--- src/rtl/lcd_pkg.sv ---
package lcd_pkg;

  // Strobes issued by the control to the datapath for one accepted bit
  typedef struct packed {
    logic shiftEn;
    logic incUp;
    logic clrUp;
    logic incDown;
    logic clrDown;
  } lcdStrobe_t;

endpackage

--- src/rtl/lcd_rot_match.sv ---
module lcd_rot_match #(
  parameter int             LEN     = 5,
  parameter logic [LEN-1:0] PATTERN = 5'b00001
) (
  input  logic [LEN-1:0] win,
  input  logic           valid,
  output logic           hit
);

  // One comparator per rotation of the pattern
  logic [LEN-1:0] rotHit;

  generate
    for (genvar r = 0; r < LEN; r++) begin : g_rot
      assign rotHit[r] = (win == ((PATTERN << r) | (PATTERN >> (LEN - r))));
    end
  endgenerate

  assign hit = valid && (|rotHit);

endmodule

--- src/rtl/lcd_datapath.sv ---
module lcd_datapath
  import lcd_pkg::*;
#(
  parameter int                  UP_LEN       = 5,
  parameter int                  DOWN_LEN     = 3,
  parameter logic [UP_LEN-1:0]   UP_PATTERN   = 5'b00001,
  parameter logic [DOWN_LEN-1:0] DOWN_PATTERN = 3'b001,
  parameter int                  PERSIST      = 74112
) (
  input  logic       clk,
  input  logic       rst,
  input  logic       rxBit,
  input  lcdStrobe_t strobe,
  output logic       matchUp,
  output logic       matchDown,
  output logic       upFull,
  output logic       downFull
);

  localparam int HIST_LEN = (UP_LEN > DOWN_LEN) ? UP_LEN : DOWN_LEN;
  localparam int FILL_W   = $clog2(HIST_LEN);
  localparam int CNT_W    = $clog2(PERSIST + 1);
  localparam logic [CNT_W-1:0]  CNT_TOP  = CNT_W'(PERSIST - 1);
  localparam logic [FILL_W-1:0] FILL_TOP = FILL_W'(HIST_LEN - 1);

  // Bit history, newest at bit 0; window includes the incoming bit
  logic [HIST_LEN-2:0] hist;
  logic [HIST_LEN-1:0] nextWin;
  logic [FILL_W-1:0]   fill;
  logic                upValid;
  logic                downValid;

  assign nextWin   = {hist, rxBit};
  assign upValid   = (fill >= FILL_W'(UP_LEN - 1));
  assign downValid = (fill >= FILL_W'(DOWN_LEN - 1));

  always_ff @(posedge clk) begin
    if (rst) begin
      hist <= '0;
      fill <= '0;
    end else if (strobe.shiftEn) begin
      hist <= nextWin[HIST_LEN-2:0];
      if (fill != FILL_TOP) fill <= fill + 1'b1;
    end
  end

  lcd_rot_match #(.LEN(UP_LEN), .PATTERN(UP_PATTERN)) u_upMatch (
    .win   (nextWin[UP_LEN-1:0]),
    .valid (upValid),
    .hit   (matchUp)
  );

  lcd_rot_match #(.LEN(DOWN_LEN), .PATTERN(DOWN_PATTERN)) u_downMatch (
    .win   (nextWin[DOWN_LEN-1:0]),
    .valid (downValid),
    .hit   (matchDown)
  );

  // Persistence counters: index 0 loop-up, index 1 loop-down
  logic [1:0]       incV;
  logic [1:0]       clrV;
  logic [1:0]       fullV;
  logic [CNT_W-1:0] runCnt [2];

  assign incV = {strobe.incDown, strobe.incUp};
  assign clrV = {strobe.clrDown, strobe.clrUp};

  generate
    for (genvar k = 0; k < 2; k++) begin : g_cnt
      always_ff @(posedge clk) begin
        if (rst)                              runCnt[k] <= '0;
        else if (clrV[k])                     runCnt[k] <= '0;
        else if (incV[k] && runCnt[k] != CNT_TOP) runCnt[k] <= runCnt[k] + 1'b1;
      end
      assign fullV[k] = (runCnt[k] == CNT_TOP);

      AST_CNT_BOUND: assert property (@(posedge clk) disable iff (rst)
        runCnt[k] <= CNT_TOP);
      AST_CLR_ZEROES: assert property (@(posedge clk) disable iff (rst)
        clrV[k] |=> runCnt[k] == '0);
    end
  endgenerate

  assign upFull   = fullV[0];
  assign downFull = fullV[1];

  AST_FILL_HOLD: assert property (@(posedge clk) disable iff (rst)
    !strobe.shiftEn |=> $stable(fill) && $stable(hist));

endmodule

--- src/rtl/lcd_control.sv ---
module lcd_control
  import lcd_pkg::*;
(
  input  logic       clk,
  input  logic       rst,
  input  logic       bitEn,
  input  logic       irqMask,
  input  logic       matchUp,
  input  logic       matchDown,
  input  logic       upFull,
  input  logic       downFull,
  output lcdStrobe_t strobe,
  output logic       upStat,
  output logic       downStat,
  output logic       codeEvent
);

  logic upHitNow;
  logic downHitNow;

  assign upHitNow   = matchUp && upFull;
  assign downHitNow = matchDown && downFull;

  always_comb begin
    strobe.shiftEn = bitEn;
    strobe.incUp   = bitEn && matchUp;
    strobe.clrUp   = bitEn && !matchUp;
    strobe.incDown = bitEn && matchDown;
    strobe.clrDown = bitEn && !matchDown;
  end

  always_ff @(posedge clk) begin
    if (rst) begin
      upStat    <= 1'b0;
      downStat  <= 1'b0;
      codeEvent <= 1'b0;
    end else if (bitEn) begin
      upStat    <= upHitNow;
      downStat  <= downHitNow;
      codeEvent <= irqMask && ((upHitNow && !upStat) || (downHitNow && !downStat));
    end else begin
      codeEvent <= 1'b0;
    end
  end

  AST_UP_DROPS: assert property (@(posedge clk) disable iff (rst)
    bitEn && !matchUp |=> !upStat);
  AST_DOWN_DROPS: assert property (@(posedge clk) disable iff (rst)
    bitEn && !matchDown |=> !downStat);
  AST_IDLE_STABLE: assert property (@(posedge clk) disable iff (rst)
    !bitEn |=> $stable(upStat) && $stable(downStat) && !codeEvent);
  AST_EVENT_SINGLE: assert property (@(posedge clk) disable iff (rst)
    codeEvent |=> !codeEvent);
  AST_EVENT_ON_RISE: assert property (@(posedge clk) disable iff (rst)
    codeEvent |-> (upStat && !$past(upStat)) || (downStat && !$past(downStat)));
  AST_MASK_BLOCKS: assert property (@(posedge clk) disable iff (rst)
    !irqMask |=> !codeEvent);
  AST_CODES_EXCLUSIVE: assert property (@(posedge clk) disable iff (rst)
    !(upStat && downStat));
  AST_RESET_CLEARS: assert property (@(posedge clk)
    rst |=> !upStat && !downStat && !codeEvent);

endmodule

--- src/rtl/loop_code_detector.sv ---
module loop_code_detector #(
  parameter int UP_LEN       = 5,
  parameter int DOWN_LEN     = 3,
  parameter logic [UP_LEN-1:0]   UP_PATTERN   = 5'b00001,
  parameter logic [DOWN_LEN-1:0] DOWN_PATTERN = 3'b001,
  parameter int PERSIST      = 74112
) (
  input  logic clk,
  input  logic rst,
  input  logic bitEn,
  input  logic rxBit,
  input  logic irqMask,
  output logic loopUpDet,
  output logic loopDownDet,
  output logic codeEvent
);

  lcd_pkg::lcdStrobe_t strobe;
  logic matchUp;
  logic matchDown;
  logic upFull;
  logic downFull;

  lcd_datapath #(
    .UP_LEN       (UP_LEN),
    .DOWN_LEN     (DOWN_LEN),
    .UP_PATTERN   (UP_PATTERN),
    .DOWN_PATTERN (DOWN_PATTERN),
    .PERSIST      (PERSIST)
  ) u_datapath (
    .clk       (clk),
    .rst       (rst),
    .rxBit     (rxBit),
    .strobe    (strobe),
    .matchUp   (matchUp),
    .matchDown (matchDown),
    .upFull    (upFull),
    .downFull  (downFull)
  );

  lcd_control u_control (
    .clk       (clk),
    .rst       (rst),
    .bitEn     (bitEn),
    .irqMask   (irqMask),
    .matchUp   (matchUp),
    .matchDown (matchDown),
    .upFull    (upFull),
    .downFull  (downFull),
    .strobe    (strobe),
    .upStat    (loopUpDet),
    .downStat  (loopDownDet),
    .codeEvent (codeEvent)
  );

endmodule

--- config.mk ---
export PLATFORM = sky130hd
export DESIGN_NAME = loop_code_detector
export DESIGN_NICKNAME = d
export VERILOG_FILES = /design/src/rtl/lcd_pkg.sv /design/src/rtl/lcd_rot_match.sv /design/src/rtl/lcd_datapath.sv /design/src/rtl/lcd_control.sv /design/src/rtl/loop_code_detector.sv
export SDC_FILE = /design/constraint.sdc
export NUM_CORES = 1
export LEC_CHECK = 0
export CORE_UTILIZATION = 60
export CTS_BUF_LIST = sky130_fd_sc_hd__clkbuf_8
export DETAILED_ROUTE_END_ITERATION = 16
export DONT_BUFFER_PORTS = 1
export GPL_ROUTABILITY_DRIVEN = 0
export HOLD_SLACK_MARGIN = 0.1
export PLACE_DENSITY = 0.75
export SETUP_SLACK_MARGIN = 0.4
export SLEW_MARGIN = 20
export SYNTH_ARGS = -nofsm -noshare
export SYNTH_HDL_FRONTEND = slang
export SYNTH_SLANG_ARGS = --single-unit
--- constraint.sdc ---
create_clock -name clk -period 2.65 [get_ports clk]
set_input_delay 0.1325 -clock clk [delete_from_list [all_inputs] [get_ports clk]]
set_output_delay 0.1325 -clock clk [all_outputs]
set_load 0.005 [all_outputs]
======== Word level (Yosys, flattened, before mapping) ========
Memories as Yosys holds them, arrays and structs flattened.
Cells that the tools add are included.
cells by class
  $add $sub $neg .......................... 3
  magnitude comparators ................... 2
  equal/unequal tests ..................... 13
  mux-type cells .......................... 20
  bitwise gates (word level) .............. 5
  reduce and logical (&&, ||, !) cells .... 22
operators by type and width
  operator                                                                count
  17-bit 2-to-1 mux                                                       4
  17-bit by 1-bit adder with 17-bit output (second input constant)        2
  17-bit == test (second input constant)                                  2
  17-bit inequality test (second input constant)                          2
  1-bit 2-to-1 mux                                                        16
  1-bit logical AND                                                       13
  5-bit by 1-bit == test with 1-bit output (second input constant)        1
  5-bit by 2-bit == test with 1-bit output (second input constant)        1
  5-bit by 3-bit == test with 1-bit output (second input constant)        1
  5-bit by 4-bit == test with 1-bit output (second input constant)        1
  5-bit == test (second input constant)                                   1
  5-bit OR reduction                                                      1
  1-bit logical NOT                                                       4
  1-bit bitwise OR                                                        4
  3-bit by 1-bit adder with 3-bit output (second input constant)          1
  3-bit by 1-bit == test with 1-bit output (second input constant)        1
  3-bit by 2-bit == test with 1-bit output (second input constant)        1
  3-bit == test (second input constant)                                   1
  3-bit by 2-bit >= comparator with 1-bit output (second input constant)  1
  3-bit >= comparator (second input constant)                             1
  3-bit inequality test (second input constant)                           1
  3-bit OR reduction                                                      1
  2-bit AND reduction                                                     1
  2-bit OR reduction                                                      1
  2 further kinds                                                         2
storage, ports and cells
  bits in registers ....................... 10
  bits in writable memories ............... 34
  bits of input ports ..................... 5
  output and inout bits ................... 3
  word-level logic and storage cells ...... 71
  memories ................................ 1
memories
  name               depth  bits a word  rd ports  clocked after Yosys merged registers in  wr ports  line                source
  u_datapath.runCnt  2      17           2         0                                        2         lcd_datapath.sv:63  logic [CNT_W-1:0] runCnt [2];

======== Logic depth before layout (Yosys ltp) ========
  depth in word-level cells ............... 10
  gate-level depth with buffers ........... 7
  mapped depth without buffers ............ 6

======== Cells and area by module ========
Synthesis repeated with hierarchy kept, for this count alone.
second synthesis, totals
  cell total of the unflattened synthesis .. 249
  area total of the unflattened synthesis .. 2461.1 µm²
modules (own cells, without submodules)
  module                                  instances  cells each  area each (µm²)  seq. area each (µm²)
  lcd_datapath                            1          218         2214.6           1161.1
  lcd_control                             1          18          158.9            60.1
  lcd_rot_match (u_datapath.u_upMatch)    1          10          63.8             0.0
  lcd_rot_match (u_datapath.u_downMatch)  1          3           23.8             0.0

======== Worst setup path after synthesis ========
No wires, ideal clock.
  path type ............................... register -> register
  start point ............................. memory u_datapath.runCnt[0][0] (netlist bit)
  end point ............................... memory u_datapath.runCnt[0][0] (netlist bit) (enable)
  library setup time ...................... 372 ps
  arrival time ............................ 1712 ps
  data required time ...................... 2278 ps
  slack ................................... 566 ps
  stages on the path, launching flop included .. 7
  buffers on the path ..................... 1
  period minus slack after synthesis ...... 2084 ps
  cell sequence ........................... edfxtp_1 > ha_1 > and4_1 > buf_6 > and4_2 > o211ai_1 > a21o_1
RTL lines
  item                line
  start: declaration  lcd_datapath.sv:63

==> flow_summary.toml <==
[global_routing]
grt_usage_pct = 24.8
grt_max_degree = 18
overflow = 0
grt_pass1_vias = 1811
grt_antenna_before_repair = 0
grt_pass1_wl_mm = 8.40

[pwr]
p_int_mw = 1.08
p_switching_uw = 306
seq_power_share_pct = 58.1
ir_drop_mv = 0.266
p_sw_share_pct = 22.0
p_comb_share_pct = 6.3
p_total_mw = 1.39
clkPwrFrac_pct = 35.6
power.density_mw_per_mm2 = 502
p_leak_nw = 0.902

[critical_path]
worst-path-max-fanout = 17
r2r_slack_ns = 0.59
critPathRequiredTime_ns = 2.68
worstPathCellList = "ha_1 -> and3_1 -> nand4_1 -> nand3b_1 -> a21o_1 -> buf_4"
cp_slowest_stage_delay_ns = 0.38
arrival_ns = 2.09
reg2reg_depth = 6
worst_path_max_delay_cell = "edfxtp_1"
r2r-start = "u_datapath.runCnt[1][0]$_SDFFCE_PN0P_"
r2r_end = "u_datapath.runCnt[1][12]$_SDFFCE_PN0P_"
end_kind = "flip-flop"
crit_path_start_kind = "flip-flop"
crit_type = "reg -> reg"

[floorplan]
die_y_um = 67.5
io_pins = 8
fp-row-count = 23
start_util_pct = 63.4
die_area_mm2 = 0.00455
core_area_mm2 = 0.00406
die_w_um = 67.5

[placed_design]
hpwl_mm = 3.33
io_buffers = 0
preCtsSetupSlack_ns = 0.318
placed_cells = 277

[logic_synthesis]
syn_nets = 242
synth_cell_type_count = 53
netlist_instances = 233
yosysWarningCount = 0
ys_seq_area_share_pct = 47.5
synth_area_mm2 = 0.00257
avgSynthCellArea_um2 = 11.0
ys_ff_latch = 44

[detailed_routing]
drt_first_iter_violations = 223
drc = 0
first_pass_iters = 4
via_count = 1837
final_antenna_net_count = 0
drt-vias-per-instance = 6.33
post_drt_wl_per_cell_um = 17.2
routed_wl_mm = 5.00

[sta]
setup_ws_ns = 0.592
tns_ns = 0
relSlewSlack_pct = 55.8
hold_viol = 0
min_period_ns = 2.06
setup_viol = 0
clock_skew_ns = 0.00813
max_freq_mhz = 486
rsz0062_at_grt = "no"
worst_slew_pin_slew_ns = 0.660
finalCritPeriodShare_pct = 77.7
maxSlewViolCount = 0

[outcome]
outcome = "completed"

[layout]
nNetsFinal = 248
layout-drive-gt1-share_pct = 14.2
antennaDiodeCount = 0
post-route-util_pct = 68.2
area_delta_synth_final_pct = 7.64
instances_no_fill = 290
fill_cells = 284

[clocking]
cts_tree = "done"
clkLatencyLatePin_ns = 0.29
clock_tree.buffer_depth = 2
clock_sink_count = 44
h-tree-depth = 2
numCtsBuffers = 5
cts.clk_slew.worst_paths_ns = 0.08
root_buffer = "clkbuf_8"

[worst_hold_path]
hold_path.class = "in -> reg"
hold_path_end = "u_control.codeEvent$_SDFF_PP0_"
hold_depth = 3
min_from = "rst"

[flow_run]
maxCapViolations = 0
[how the worst max path moves through the flow]
stage	startpoint	endpoint	slack (ns)	depth (start not counted)
6_report	u_datapath.runCnt[1][0]$_SDFFCE_PN0P_	u_datapath.runCnt[1][12]$_SDFFCE_PN0P_	0.59	6
5_1_grt	u_datapath.runCnt[1][14]$_SDFFCE_PN0P_	u_datapath.runCnt[1][5]$_SDFFCE_PN0P_	0.47	4
4_1_cts	u_datapath.runCnt[1][14]$_SDFFCE_PN0P_	u_datapath.runCnt[1][3]$_SDFFCE_PN0P_	0.50	4
3_5_place_dp	u_datapath.runCnt[0][0]$_SDFFCE_PN0P_	u_datapath.runCnt[0][12]$_SDFFCE_PN0P_	0.32	5
3_3_place_gp	u_datapath.runCnt[0][0]$_SDFFCE_PN0P_	u_datapath.runCnt[0][13]$_SDFFCE_PN0P_	0.39	5
2_1_floorplan	u_datapath.runCnt[0][0]$_SDFFCE_PN0P_	u_datapath.runCnt[0][0]$_SDFFCE_PN0P_	0.57	6
[cells in the mapped netlist, drive strengths merged]
master,count,area share [%]
o22ai,1,0.24
o211a,1,0.39
a21o,2,0.58
nand4,11,2.7
nor4b,1,0.34
and3b,1,0.34
nor3b,1,0.29
and4b,2,0.78
o2111a,1,0.44
nor4,3,0.73
a21oi,6,1.2
a21boi,1,0.29
o21ai,5,0.97
a211oi,3,1.3
nand3,14,3.2
inv,6,0.88
edfxtp,34,40
buf,6,2.0
and4,6,2.2
dfxtp,10,7.8
o221a,1,0.44
nand2b,4,0.97
nand2,9,1.6
and2,2,0.58
nor4bb,2,0.78
a2111oi,1,1.1
and3,4,0.97
or3,2,0.49
nand3b,1,0.29
clkbuf,3,0.44
nor3,16,5.1
or4,4,1.3
xnor2,12,4.1
nor2b,1,0.24
o211ai,3,1.6
o2111ai,2,0.68
nor2,25,3.6
ha,4,1.9
xor2,15,5.1
o31ai,3,0.88
mux2i,4,1.6
[final cells by class]
type | count | area [um^2] | share of cell area [%]
Inverter | 6 | 22.5 | 0.813
Multi-Input combinational cell | 174 | 1280 | 46.4
Tap cell | 50 | 62.6 | 2.26
Clock inverter | 3 | 37.5 | 1.36
Sequential cell | 44 | 1220 | 44.1
Timing Repair Buffer | 8 | 72.6 | 2.62
Clock buffer | 5 | 68.8 | 2.49
[through the flow]
stage | hold slack [ns] | instance area [um^2]
floorplan | 0.211 | 2570
global placement | 0.206 | 2590
detailed placement | 0.206 | 2590
CTS | 0.112 | 2750
global route | 0.151 | 2770
finish | 0.140 | 2770
[cell families (layout without fill, tap and decap cells)]
group | Yosys count | count (layout) | share of synthesized area (%)
AOI/OAI and AO/OA | 30 | 30 | 10.0
xor gates and xnor gates | 27 | 27 | 9.19
adders and majority gates | 4 | 4 | 1.95
buffers and inverters | 15 | 22 | 3.31
DFF | 44 | 44 | 47.5
muxes | 4 | 4 | 1.56
and+or+nand+nor | 109 | 109 | 26.5
[flip-flops by register name (all words and copies together), names as in the netlist]
| register | cells |
|---|---|
| u_datapath.runCnt | 34 |
| u_datapath.hist | 4 |
| u_datapath.fill | 3 |
| u_control.codeEvent | 1 |
| u_control.downStat | 1 |
| u_control.upStat | 1 |
[repair_timing]
action                                  CTS  global route
endpoints found under the hold margin    10             0
buffers inserted                          0             0
gates resized for setup                   1             3
pin swaps                                 0             0
endpoints found under the setup margin   17            33
hold buffers                              5             0
[worst max-delay path, delay by kind of cell, from the launching register on]
kind / cells / cell delay, ns
and+or+nand+nor: 3 / 0.72
DFF: 1 / 0.38
adders and majority gates: 1 / 0.28
AOI/OAI and AO/OA: 1 / 0.21
buffers and inverters: 1 / 0.20
[power by group through the flow]
stage	sequential [mW]	combinational (mW)	clock, mW
4_1_cts	0.806	0.0850	0.501
6_report	0.807	0.0873	0.495
5_1_grt	0.812	0.0976	0.529
3_5_place_dp	0.822	0.0738	0
2_1_floorplan	0.811	0.0665	0
3_3_place_gp	0.819	0.0698	0
[cells in the final DEF, fill, tap and decap left out, types with 8 or more instances in the layout]
cell type / netlist / layout
nand2_1: 8 / 8
inv_1: 6 / 8
edfxtp_1: 34 / 34
nand4_1: 11 / 11
nor3_2: 10 / 10
nand3_1: 13 / 13
nor2_1: 25 / 25
xnor2_1: 12 / 12
xor2_1: 15 / 15
dfxtp_1: 10 / 10
[routing by layer]
metal | share of wire [%] | track usage [%] | wire [um]
met1 | 47 | 33.9 | 2350
met4 | 0.90 | 10.4 | 45
met3 | 3.7 | 4.73 | 184
met2 | 48 | 38.4 | 2420
met5 | 0 | 0 | 0
Power figures use the tool's default switching activity.
